`config.mk`:
```
export PLATFORM = sky130hd
export DESIGN_NAME = idle_ack_ctrl
export DESIGN_NICKNAME = d
export VERILOG_FILES = /design/src/rtl/idle_ack_pkg.sv /design/src/rtl/idle_pol_dec.sv /design/src/rtl/idle_act_qual.sv /design/src/rtl/idle_ack_ctrl.sv
export SDC_FILE = /design/constraint.sdc
export NUM_CORES = 1
export LEC_CHECK = 0
export ABC_AREA = 0
export BUFFER_PORTS_ARGS = -buffer_cell sky130_fd_sc_hd__buf_2
export CORE_AREA = 2 2 39 41
export CTS_BUF_LIST = sky130_fd_sc_hd__clkbuf_16
export CTS_CLUSTER_DIAMETER = 150
export DETAILED_ROUTE_END_ITERATION = 6
export DIE_AREA = 0 0 41 43
export MAX_ROUTING_LAYER = met4
export PLACE_DENSITY = 0.43
export SLEW_MARGIN = 15
export SYNTH_ARGS = -nofsm -noshare
export SYNTH_HDL_FRONTEND = slang
export SYNTH_SLANG_ARGS = --single-unit
```
`constraint.sdc`:
```
create_clock -name clk -period 1.2 [get_ports clk]
set_input_delay 0.24 -clock clk [delete_from_list [all_inputs] [get_ports clk]]
set_output_delay 0.24 -clock clk [all_outputs]
set_load 0.01 [all_outputs]
```
`src/rtl/idle_ack_pkg.sv`:
```
package idle_ack_pkg;

    typedef enum logic [1:0] {
        POL_FORCE  = 2'b00,
        POL_REFUSE = 2'b01,
        POL_ACTIVE = 2'b10,
        POL_UNUSED = 2'b11
    } idle_pol_e;

    typedef struct packed {
        logic ack;
        logic gate_i;
        logic gate_f;
    } hs_state_t;

endpackage

```
`src/rtl/idle_pol_dec.sv`:
```
module idle_pol_dec
    import idle_ack_pkg::*;
(
    input  logic [1:0] idle_mode_i,
    input  logic [1:0] clk_keep_i,
    output logic       pol_force_o,
    output logic       pol_active_o,
    output logic       chk_i_o,
    output logic       chk_f_o,
    output logic       stop_i_ok_o,
    output logic       stop_f_ok_o
);
    idle_pol_e pol;

    always_comb begin
        pol          = idle_pol_e'(idle_mode_i);
        pol_force_o  = (pol == POL_FORCE);
        pol_active_o = (pol == POL_ACTIVE);
        // a domain whose clock is kept running is neither checked nor stopped
        chk_i_o      = ~clk_keep_i[0];
        chk_f_o      = ~clk_keep_i[1];
        stop_i_ok_o  = ~clk_keep_i[0];
        stop_f_ok_o  = ~clk_keep_i[1];
    end

endmodule

```
`src/rtl/idle_act_qual.sv`:
```
module idle_act_qual #(
    parameter int N_IRQ = 4,
    parameter int N_DMA = 2
) (
    input  logic             master_mode_i,
    input  logic             bus_pend_i,
    input  logic [N_IRQ-1:0] irq_pend_i,
    input  logic [N_DMA-1:0] dma_pend_i,
    input  logic             reg_access_i,
    input  logic             shift_busy_i,
    input  logic             cs_active_i,
    output logic             busy_i_o,
    output logic             busy_f_o
);
    always_comb begin
        busy_i_o = bus_pend_i | (|irq_pend_i) | (|dma_pend_i) | reg_access_i;
        // external select only matters when another device drives the bus
        busy_f_o = shift_busy_i | (~master_mode_i & cs_active_i);
    end

endmodule

```
`src/rtl/idle_ack_ctrl.sv`:
```
module idle_ack_ctrl
    import idle_ack_pkg::*;
#(
    parameter int N_IRQ = 4,
    parameter int N_DMA = 2
) (
    input  logic             clk,
    input  logic             rst_n,
    input  logic             idle_req_i,
    input  logic [1:0]       idle_mode_i,
    input  logic [1:0]       clk_keep_i,
    input  logic             master_mode_i,
    input  logic             bus_pend_i,
    input  logic [N_IRQ-1:0] irq_pend_i,
    input  logic [N_DMA-1:0] dma_pend_i,
    input  logic             reg_access_i,
    input  logic             shift_busy_i,
    input  logic             cs_active_i,
    output logic             idle_ack_o,
    output logic             iclk_gate_en_o,
    output logic             fclk_gate_en_o
);
    logic pol_force, pol_active, chk_i, chk_f, stop_i_ok, stop_f_ok;
    logic busy_i, busy_f, blocked, grant;
    hs_state_t st_d, st_q;

    idle_pol_dec u_dec (
        .idle_mode_i  (idle_mode_i),
        .clk_keep_i   (clk_keep_i),
        .pol_force_o  (pol_force),
        .pol_active_o (pol_active),
        .chk_i_o      (chk_i),
        .chk_f_o      (chk_f),
        .stop_i_ok_o  (stop_i_ok),
        .stop_f_ok_o  (stop_f_ok)
    );

    idle_act_qual #(.N_IRQ(N_IRQ), .N_DMA(N_DMA)) u_qual (
        .master_mode_i (master_mode_i),
        .bus_pend_i    (bus_pend_i),
        .irq_pend_i    (irq_pend_i),
        .dma_pend_i    (dma_pend_i),
        .reg_access_i  (reg_access_i),
        .shift_busy_i  (shift_busy_i),
        .cs_active_i   (cs_active_i),
        .busy_i_o      (busy_i),
        .busy_f_o      (busy_f)
    );

    always_comb begin
        st_d    = st_q;
        blocked = (chk_i & busy_i) | (chk_f & busy_f);
        grant   = idle_req_i & (pol_force | (pol_active & ~blocked));
        if (!st_q.ack) begin
            if (grant) begin
                st_d.ack    = 1'b1;
                st_d.gate_i = pol_force | stop_i_ok;
                st_d.gate_f = pol_force | stop_f_ok;
            end
        end else if (!idle_req_i) begin
            st_d = '0;
        end
    end

    always_ff @(posedge clk) begin
        if (!rst_n) st_q <= '0;
        else        st_q <= st_d;
    end

    assign idle_ack_o     = st_q.ack;
    assign iclk_gate_en_o = st_q.gate_i;
    assign fclk_gate_en_o = st_q.gate_f;

    AST_ACK_NEEDS_REQ: assert property (@(posedge clk) disable iff (!rst_n)
        $rose(idle_ack_o) |-> $past(idle_req_i));
    AST_ACK_HOLD: assert property (@(posedge clk) disable iff (!rst_n)
        (idle_ack_o && idle_req_i) |=> idle_ack_o);
    AST_ACK_RELEASE: assert property (@(posedge clk) disable iff (!rst_n)
        (idle_ack_o && !idle_req_i) |=> !idle_ack_o);
    AST_NO_REFUSE_ACK: assert property (@(posedge clk) disable iff (!rst_n)
        $rose(idle_ack_o) |-> !$past(idle_mode_i[0]));
    AST_HINT_NEEDS_ACK: assert property (@(posedge clk) disable iff (!rst_n)
        (iclk_gate_en_o || fclk_gate_en_o) |-> idle_ack_o);
    AST_QUIET_GRANT: assert property (@(posedge clk) disable iff (!rst_n)
        ($rose(idle_ack_o) && $past(idle_mode_i) == 2'b10 && $past(clk_keep_i) == 2'b00)
        |-> $past(!busy_i && !busy_f));
    AST_HINT_STABLE: assert property (@(posedge clk) disable iff (!rst_n)
        (idle_ack_o && idle_req_i) |=> ($stable(iclk_gate_en_o) && $stable(fclk_gate_en_o)));

endmodule

```
==> results of run 1 <==
==> synth_stat cells, drive strengths merged <==
master,number
o211a,1
nand3,1
nand4,1
inv,4
nor4,2
nor2,1
o21ai,4
nand2b,2
a311oi,1
a21oi,3
o2111a,1
o2111ai,1
dfxtp,3
nand2,4
==> stage by stage <==
stage               utilization (%)  instance area (um2)  TNS [ps]  setup slack [ps]  hold WS [ps]
floorplan                         -                  231     -3.58             -3.58           373
CTS                            32.2                  445         0              86.6           288
finish                         32.2                  445         0               107           285
global placement               26.5                  367      -230              -142           473
detailed placement             26.5                  367      -245              -150           475
global route                   32.2                  445         0              23.3           299
==> logic make-up after synthesis <==
family / share of synthesized area (%)
compound gates: 36.0
buf+inv: 6.74
flops: 27.0
simple gates: 30.3
==> per-layer routing <==
layer  part of all wire (%)  global-route usage [%]
met1                     42                    10.5
met4                    2.4                    10.0
met5                      0                       -
met2                     45                    10.9
met3                    9.8                    7.85
==> state kept, by name, indices dropped and copies added, names as in the netlist <==
signal	flops
fclk_gate_en_o	1
idle_ack_o	1
iclk_gate_en_o	1
==> worst max-delay path by stage <==
stage	from	to	slack, ps	cells past startpoint
floorplan	bus_pend_i	fclk_gate_en_o	-4	5
global placement	bus_pend_i	fclk_gate_en_o	-140	6
detailed placement	bus_pend_i	fclk_gate_en_o	-150	6
CTS	bus_pend_i	fclk_gate_en_o	90	6
global route	bus_pend_i	fclk_gate_en_o	20	6
finish	bus_pend_i	fclk_gate_en_o	110	6
==> report_power, final <==
group | switching, mW | internal (mW) | total (mW)
Combinational | 0.0411 | 0.0452 | 0.0863
Sequential | 0.00509 | 0.107 | 0.112
Clock | 0.0949 | 0.430 | 0.525
==> area by class of cell <==
type	instances	area [um2]	share of cell area, %
Multi-Input combinational cell	22	156	35.1
Timing Repair Buffer	22	115	25.8
Clock buffer	3	75.1	16.9
Sequential cell	3	60.1	13.5
Tap cell	16	20.0	4.49
Inverter	4	15.0	3.37
Clock inverter	1	3.75	0.843
==> worst max-delay path: stages <==
cell       delay, ps
buf_2            110
nor4_4           240
nand2_1          100
a311oi_2         230
o2111ai_1        140
o2111a_1         130
==> metrics, run 1 <==
P&R area growth vs syn 100%; Worst Tran Pin Value between 200 and 250 ps; worst vdd ir approximately 0.98 mV; Final Hold Vio Count 0; CTS tree built; Hold Buf Count CTS 0; worst reg2reg path depth 4; hold_sp rst_n; Pwr Total between 0.7 and 0.8 mW; yosys warns 0; sequential cell area fraction in the yosys report between 20% and 30%; commonest non-fill, non-tap cell in the layout buf_2; fraction of post-synthesis cell area in the top cell type by area 27.0%; leakage 0.217 nW; H-Tree Depth 1; global route total overflow 0; CTS Buffer Depth 2; Pwr Density around 1600 nW/um2; Pins Over Slew Limit 0; CTS sink count 3; gr usage total about a tenth; startpoint types primary input; Synth Cell Area 223 um2; number of remaining DRC errors 0; dominant cells by area after synthesis dfxtp_1, nor4_2, o21ai_0, a21oi_1, a311oi_2; fmax just over 900 MHz; Vias/cell approximately 4.2; Post-CTS Setup Inserts 0; WHS Endpoint idle_ack_o; max cap viols 0; Final Instance Count excl. Fillers 71; Horiz. Die Dim between 40 and 50 um; Placed Instances 67; initial antenna violation count 0; Avg Inst Size Synth between 7 and 8 um2; Initial Utilization between 10% and 20%; reg2reg start idle_ack_o; maximum number of pins on one net before global-route repair 8; antenna-violating nets left 0; crit path kind primary input to register; hpwl dp around 540 um; hold crit path type primary input to register; Max-Slew Margin vs Limit 85.0%; CTS root buf clkbuf_16; Die Y 43 um; status completed; most frequent cells in the layout buf_2, inv_1, nand2_1, o21ai_0; crit share post-route between 90% and 100%; flops & latches, synth 3; first-pass GRT wire length just over 1000 um; share of cells above drive strength 1 50.9%; worst path arrival time approximately 1200 ps; fin nets 74; detailed-route wire length roughly 660 um; R2R setup slack approximately 300 ps; I/O pins 21; Gate Count Post-Synth 29; fill count between 150 and 200; DR vias ~300; RSZ-0062 raised after global routing false; Core Footprint 1380 um2; CP endpoint kind register; top cell type by total area after synthesis dfxtp_1; Port Buffer Count 20; syn_nets 47; PostCTS Resize Cnt 0; vias in the first global route about 260; reg-to-reg endpoint iclk_gate_en_o; hold-critical path depth 2; Yosys cell types 14; total CTS buffers 3; worst path required time around 1300 ps; Max Clock Skew 3.58 ps; GP Congestion about 0.68; diodes inserted 0; min cycle time layout 1090 ps; Max Fanout on Critical Path 2; die area roughly 1800 um2; clk_lat worst skew 230 ps; Clock transition at path regs roughly 30 ps; Pre-antenna DRT Iters 4; number of core rows 14; Starting DRT DRC Count 3; final setup vio count 0; DR WL/cell a little over 9 um
Power figures use the tool's default switching activity.
==> run 2, diff against run 1 <==
--- a/config.mk
+++ b/config.mk
@@ -7,13 +7,15 @@
 export LEC_CHECK = 0
 export ABC_AREA = 0
 export BUFFER_PORTS_ARGS = -buffer_cell sky130_fd_sc_hd__buf_2
+export CELL_PAD_IN_SITES_DETAIL_PLACEMENT = 0
+export CELL_PAD_IN_SITES_GLOBAL_PLACEMENT = 1
 export CORE_AREA = 2 2 39 41
 export CTS_BUF_LIST = sky130_fd_sc_hd__clkbuf_16
 export CTS_CLUSTER_DIAMETER = 150
 export DETAILED_ROUTE_END_ITERATION = 6
 export DIE_AREA = 0 0 41 43
 export MAX_ROUTING_LAYER = met4
-export PLACE_DENSITY = 0.43
+export PLACE_DENSITY = 0.62
 export SLEW_MARGIN = 15
 export SYNTH_ARGS = -nofsm -noshare
 export SYNTH_HDL_FRONTEND = slang
==> run 2 against run 1 <==
Effect of this change:
- core utilization is 0.81 points higher
- sequential share of layout area is 0.33 points lower
- non-clock buffer count is 1 lower
- count of clock-buffer cells in the layout stayed put
- wire length is 1.7% higher
- critical path type unchanged
- largest power group unchanged
==> metrics, run 2 (same netlist as run 1, synthesis figures left out) <==
max cap viols 0 (unchanged); crit share post-route 95.2% (+4.2 points); Most Crowded Layer GR met2; CTS sink count 3 (unchanged); I/O pins 21 (unchanged); Logic pwr share 12.5% (+0.6 points); Port Buffer Count 20 (unchanged); CTS tree built; fmax 875 MHz (-4.4%); Max Fanout on Critical Path 2 (unchanged); Vias/cell 4.43 (+5.2%); sequential power share 15.7% (+0.2 points); Final Hold Vio Count 0 (unchanged); number of remaining DRC errors 0 (unchanged); P_sw 0.131 mW (-6.9%); Max Clock Skew 2.35 ps (-1.22 ps); Max-Slew Margin vs Limit 83.7% (-1.3 points); hold crit path type primary input to register; Worst Tran Pin Value 244 ps (+18.8 ps); global route total overflow 0 (unchanged); total CTS buffers 3 (unchanged); min cycle time layout 1140 ps (+50.0 ps); number of core rows 14 (unchanged); Post-CTS Setup Inserts 0 (unchanged); CP Launch Point bus_pend_i; Core Footprint 1380 um2 (unchanged); DR vias 310 (+3.7%); share of cells above drive strength 1 50.0% (-0.91 points); CP endpoint kind register; Horiz. Die Dim 41 um (unchanged); commonest non-fill, non-tap cell in the layout buf_2; Hold Buf Count CTS 0 (unchanged); vias in the first global route 306 (+17%); Pwr Density 1570 nW/um2 (-3.3%); H-Tree Depth 1 (unchanged); final hold slack 288 ps (+3.69 ps); met3 Use GR 4.71% (-3.1 points); final setup vio count 0 (unchanged); Pre-antenna DRT Iters 3 (-1); diodes inserted 0 (unchanged); maximum number of pins on one net before global-route repair 8 (unchanged); gr usage total 10.7% (+0.64 points); first-pass GRT wire length 1260 um (+23%); startpoint types primary input; Int Power 0.585 mW (+0.56%); GR Layer Usage met1 12.5% (+2.0 points); DR WL/cell 9.59 um (+3.1%); detailed-route wire length 671 um (+1.7%); PostCTS Resize Cnt 0 (unchanged); hold-critical path depth 2 (unchanged); P&R area growth vs syn 105%; Clock power frac 71.9% (-0.7 points); hpwl dp 539 um (-0.86%); clk_lat worst skew 220 ps (about the same); GP Congestion 0.706 (+4.4%); reg-to-reg endpoint iclk_gate_en_o; pre-CTS setup slack -184 ps (-33.9 ps); reg2reg start idle_ack_o; CTS root buf clkbuf_16; antenna-violating nets left 0 (unchanged); die area 1760 um2 (unchanged); CTS Buffer Depth 2 (unchanged); Clock transition at path regs 30 ps (about the same); worst reg2reg path depth 4 (unchanged); worst vdd ir 0.850 mV (-13%); CP endpoint fclk_gate_en_o; fin nets 73 (-1.4%); GR Util met2 15.6% (+4.7 points); RSZ-0062 raised after global routing true; Die Y 43 um (unchanged); most frequent cells in the layout buf_2, inv_1, nand2_1, o21ai_0; worst path required time 1310 ps (about the same); initial antenna violation count 0 (unchanged); switch share 18.3% (-1.2 points); Initial Utilization 16.1% (unchanged); crit path kind primary input to register; Pins Over Slew Limit 0 (unchanged); final worst slack 57.2 ps (-50.0 ps); status completed; Starting DRT DRC Count 6 (+3); R2R setup slack 300 ps (about the same); leakage 0.219 nW (+0.71%); worst path arrival time 1250 ps (+40 ps)
[run 2: cell count changes in the layout (fill, tap and decap cells not counted), sizes merged]
cell / previous run / this run
buf: 22 / 21
[run 2: how the worst min path moves through the flow]
stage,end,slack [ps],startpoint
after floorplan,idle_ack_o,370,idle_req_i
after global placement,iclk_gate_en_o,470,iclk_gate_en_o
after detailed placement,iclk_gate_en_o,470,iclk_gate_en_o
after CTS,iclk_gate_en_o,290,rst_n
after global routing,idle_ack_o,310,rst_n
final,idle_ack_o,290,rst_n
[run 2: metal layers]
layer,routed length (um),vias to the layer above
met4,0,0
li1,-,158
met5,0,-
met3,63,0
met2,360,14
met1,247,138
[run 2: cell type report]
cell class | count | area [um2]
multi-input combinational | 22 | 156
timing repair buffer | 21 | 126
tap | 16 | 20.0
fill | 154 | 927
sequential | 3 | 60.1
clock inverter | 1 | 3.75
clock buffer | 3 | 75.1
inverter | 4 | 15.0
[run 2: power by group through the flow]
| stage | logic, mW | registers [mW] | clock network [mW] |
|---|---|---|---|
| finish | 0.0893 | 0.112 | 0.515 |
| global placement | 0.0837 | 0.113 | 0 |
| detailed placement | 0.0840 | 0.114 | 0 |
| CTS | 0.0847 | 0.113 | 0.524 |
| floorplan | 0.0287 | 0.116 | 0 |
| global route | 0.103 | 0.113 | 0.530 |
[run 2: worst max-delay path, stage by stage]
cell and delay [ps]:
buf_6 90, nor4_4 250, nand2_1 110, a311oi_2 250, o2111ai_1 150, o2111a_1 150
[run 2: through the flow]
step           cells  util [%]  TNS, ps  instance area, um2  total power [mW]
2_1_floorplan     29         -    -3.58                 231             0.144
3_3_place_gp      66      25.9     -252                 359             0.197
3_5_place_dp      66      25.9     -308                 359             0.198
4_1_cts           70      31.6        0                 438             0.721
5_1_grt           70      33.0    -52.7                 457             0.746
6_report          70      33.0        0                 457             0.716
==> run 3, diff against run 2 <==
--- a/config.mk
+++ b/config.mk
@@ -7,6 +7,7 @@
 export LEC_CHECK = 0
 export ABC_AREA = 0
 export BUFFER_PORTS_ARGS = -buffer_cell sky130_fd_sc_hd__buf_2
+export CAP_MARGIN = 25
 export CELL_PAD_IN_SITES_DETAIL_PLACEMENT = 0
 export CELL_PAD_IN_SITES_GLOBAL_PLACEMENT = 1
 export CORE_AREA = 2 2 39 41
@@ -15,8 +16,9 @@
 export DETAILED_ROUTE_END_ITERATION = 6
 export DIE_AREA = 0 0 41 43
 export MAX_ROUTING_LAYER = met4
-export PLACE_DENSITY = 0.62
+export PLACE_DENSITY = 0.61
 export SLEW_MARGIN = 15
 export SYNTH_ARGS = -nofsm -noshare
 export SYNTH_HDL_FRONTEND = slang
+export SYNTH_HIERARCHICAL = 1
 export SYNTH_SLANG_ARGS = --single-unit
==> run 3 against run 2 <==
Effect of this change:
- non-clock buffer count increased by 2
- wire length decreased by 7.5%
- the run now ends with setup timing left
- critical path depth increased by 1
- final area increased by 4.9%
- worst setup slack got worse by 100 ps
- via count decreased by 12%
- count of clock-buffer cells in the layout unchanged
- largest power group unchanged
- die area unchanged
==> metrics, run 3 <==
Hold Buf Count CTS 0 (unchanged); Starting DRT DRC Count 2 (-4); Core Footprint 1380 um2 (unchanged); yosys warns 6 (+6); reg-to-reg endpoint fclk_gate_en_o; hold-critical path depth 3 (+1); final setup vio count 2 (+2); DR WL/cell 8.87 um (-7.5%); sequential cell area fraction in the yosys report 29.4% (+2.5 points); DR vias 273 (-12%); Max-Slew Margin vs Limit 82.7% (-0.99 points); fin nets 73 (unchanged); crit share post-route 104% (+8.4 points); worst reg2reg path depth 4 (unchanged); fmax 804 MHz (-8.1%); first-pass GRT wire length 993 um (-21%); dominant cells by area after synthesis dfxtp_1, inv_1, buf_4, nor2b_4, nor4_1; Yosys cell types 14 (unchanged); top_reg_cell synth dfxtp_1; hold crit path type primary input to register; Pre-antenna DRT Iters 2 (-1); syn_nets 47 (unchanged); WHS Endpoint idle_ack_o; min cycle time layout 1240 ps (+101 ps); share of cells above drive strength 1 61.1% (+11 points); Final Hold Vio Count 0 (unchanged); Horiz. Die Dim 41 um (unchanged); CTS Buffer Depth 2 (unchanged); Clock transition at path regs 30 ps (about the same); R2R setup slack 300 ps (about the same); flops & latches, synth 3 (unchanged); Vias/cell 3.90 (-12%); H-Tree Depth 1 (unchanged); worst vdd ir 0.535 mV (-37%); total CTS buffers 3 (unchanged); Initial Utilization 14.7% (-1.4 points); register area 60.1 um2 (unchanged); Avg Inst Size Synth 7.03 um2 (-8.4%); max cap viols 0 (unchanged); number of remaining DRC errors 0 (unchanged); number of core rows 14 (unchanged); leakage 0.236 nW (+7.6%); diodes inserted 0 (unchanged); top cell type by total area after synthesis dfxtp_1; worst path required time 1350 ps (+40 ps); CTS sink count 3 (unchanged); I/O pins 21 (unchanged); Worst Tran Pin Value 258 ps (+13.7 ps); clk_lat worst skew 230 ps (about the same); hpwl dp 493 um (-8.6%); status finished, violations left; reg2reg start idle_ack_o; CTS root buf clkbuf_16; fraction of post-synthesis cell area in the top cell type by area 29.4% (+2.5 points); Max Clock Skew 2.00 ps (-0.357 ps); synth cell count leaders inv_1, dfxtp_1, nand2_1, nor2_1; global route total overflow 0 (unchanged); Synth Cell Area 204 um2 (-8.4%); GP Congestion 0.653 (-7.5%); final worst slack -43.6 ps (-101 ps); detailed-route wire length 621 um (-7.5%); CTS tree built; worst path arrival time 1400 ps (+150 ps); Multi-input gate area 156 um2 (unchanged); crit path kind primary input to register; Pwr Density 1530 nW/um2 (-2.3%); hold_sp idle_req_i; fill count 148 (-3.9%); gr usage total 9.24% (-1.5 points); CP endpoint kind register; Die Y 43 um (unchanged); maximum number of pins on one net before global-route repair 5 (-3); vias in the first global route 270 (-12%); Port Buffer Count 20 (unchanged); pre-CTS setup slack -329 ps (-145 ps); Gate Count Post-Synth 29 (unchanged); commonest non-fill, non-tap cell in the layout buf_2; most common cell in the netlist inv_1; Placed Instances 65 (-1.5%); startpoint types primary input; antenna-violating nets left 0 (unchanged); die area 1760 um2 (unchanged); Pins Over Slew Limit 0 (unchanged); P&R area growth vs syn 135%; Synth async-reset ratio 0% (unchanged); Final Instance Count excl. Fillers 70 (unchanged); violated checks setup timing; Max Fanout on Critical Path 3 (+1); most frequent cells in the layout buf_2, inv_1; RSZ-0062 raised after global routing true; initial antenna violation count 0 (unchanged); Post-synth EDFFs 0 (unchanged)
run 3: cell count changes after synthesis, sizes merged, moves of 2 or more:
cell and delta:
buf +2, inv +2, nor2 +2, o21ai -4
o22ai +2
run 3: metal layers:
metal | vias to the layer above | track usage (%) | share of wire (%)
li1 | 145 | - | -
met4 | 0 | 10.0 | 3.4
met2 | 8 | 14.4 | 54
met3 | 2 | 1.57 | 3.7
met1 | 118 | 8.31 | 38
met5 | - | - | 0
run 3: where the power goes:
part | internal (mW) | switching, mW | total [mW]
registers | 0.106 | 0.00279 | 0.108
clock network | 0.430 | 0.0989 | 0.529
logic | 0.0561 | 0.0408 | 0.0969
total | 0.592 | 0.142 | 0.735
run 3: final cells by class:
cell class | count | area share, %
Multi-Input combinational cell | 18 | 32.6
Timing Repair Buffer | 23 | 29.5
Clock buffer | 3 | 15.7
Sequential cell | 3 | 12.5
Inverter | 6 | 4.70
Tap cell | 16 | 4.18
Clock inverter | 1 | 0.783
run 3: worst max path at each step:
stage | startpoint | end | slack, ps | cells after the start
CTS | irq_pend_i[1] | fclk_gate_en_o | -40 | 7
detailed placement | irq_pend_i[1] | fclk_gate_en_o | -330 | 7
global placement | irq_pend_i[1] | fclk_gate_en_o | -340 | 7
finish | reg_access_i | fclk_gate_en_o | -40 | 7
global route | irq_pend_i[1] | fclk_gate_en_o | -110 | 7
floorplan | irq_pend_i[1] | fclk_gate_en_o | -110 | 6
run 3: logic make-up (layout without fill, tap and decap cells):
family | Yosys count | in the layout | synth area share, %
flip-flops | 3 | 3 | 29.4
buffers and inverters | 8 | 33 | 18.4
AO/OA/AOI/OAI | 7 | 7 | 22.1
AND/OR/NAND/NOR | 11 | 11 | 30.1
run 3: critical path, stage by stage:
cell and delay [ps]:
buf_2 110, nor4_4 230, nand2_1 100, a22oi_2 170, a21oi_2 90, or3_4 340, o22ai_1 120
run 3: metrics by stage:
step                hold slack (ps)  total power, mW  util [%]  TNS [ps]  instance area (um2)
floorplan                       373            0.144         -      -223                  225
global placement                464            0.186      25.0      -682                  345
detailed placement              465            0.189      25.0      -670                  345
CTS                             282            0.740      33.2     -80.8                  459
global route                    318            0.764      34.6      -215                  479
finish                          288            0.735      34.6     -72.9                  479
run 3: timing repair:
item,CTS,global route
endpoints found under the setup margin,2,2
pin swaps,0,1
resized for setup,5,3
hold endpoints to repair,0,0
buffers inserted,1,0
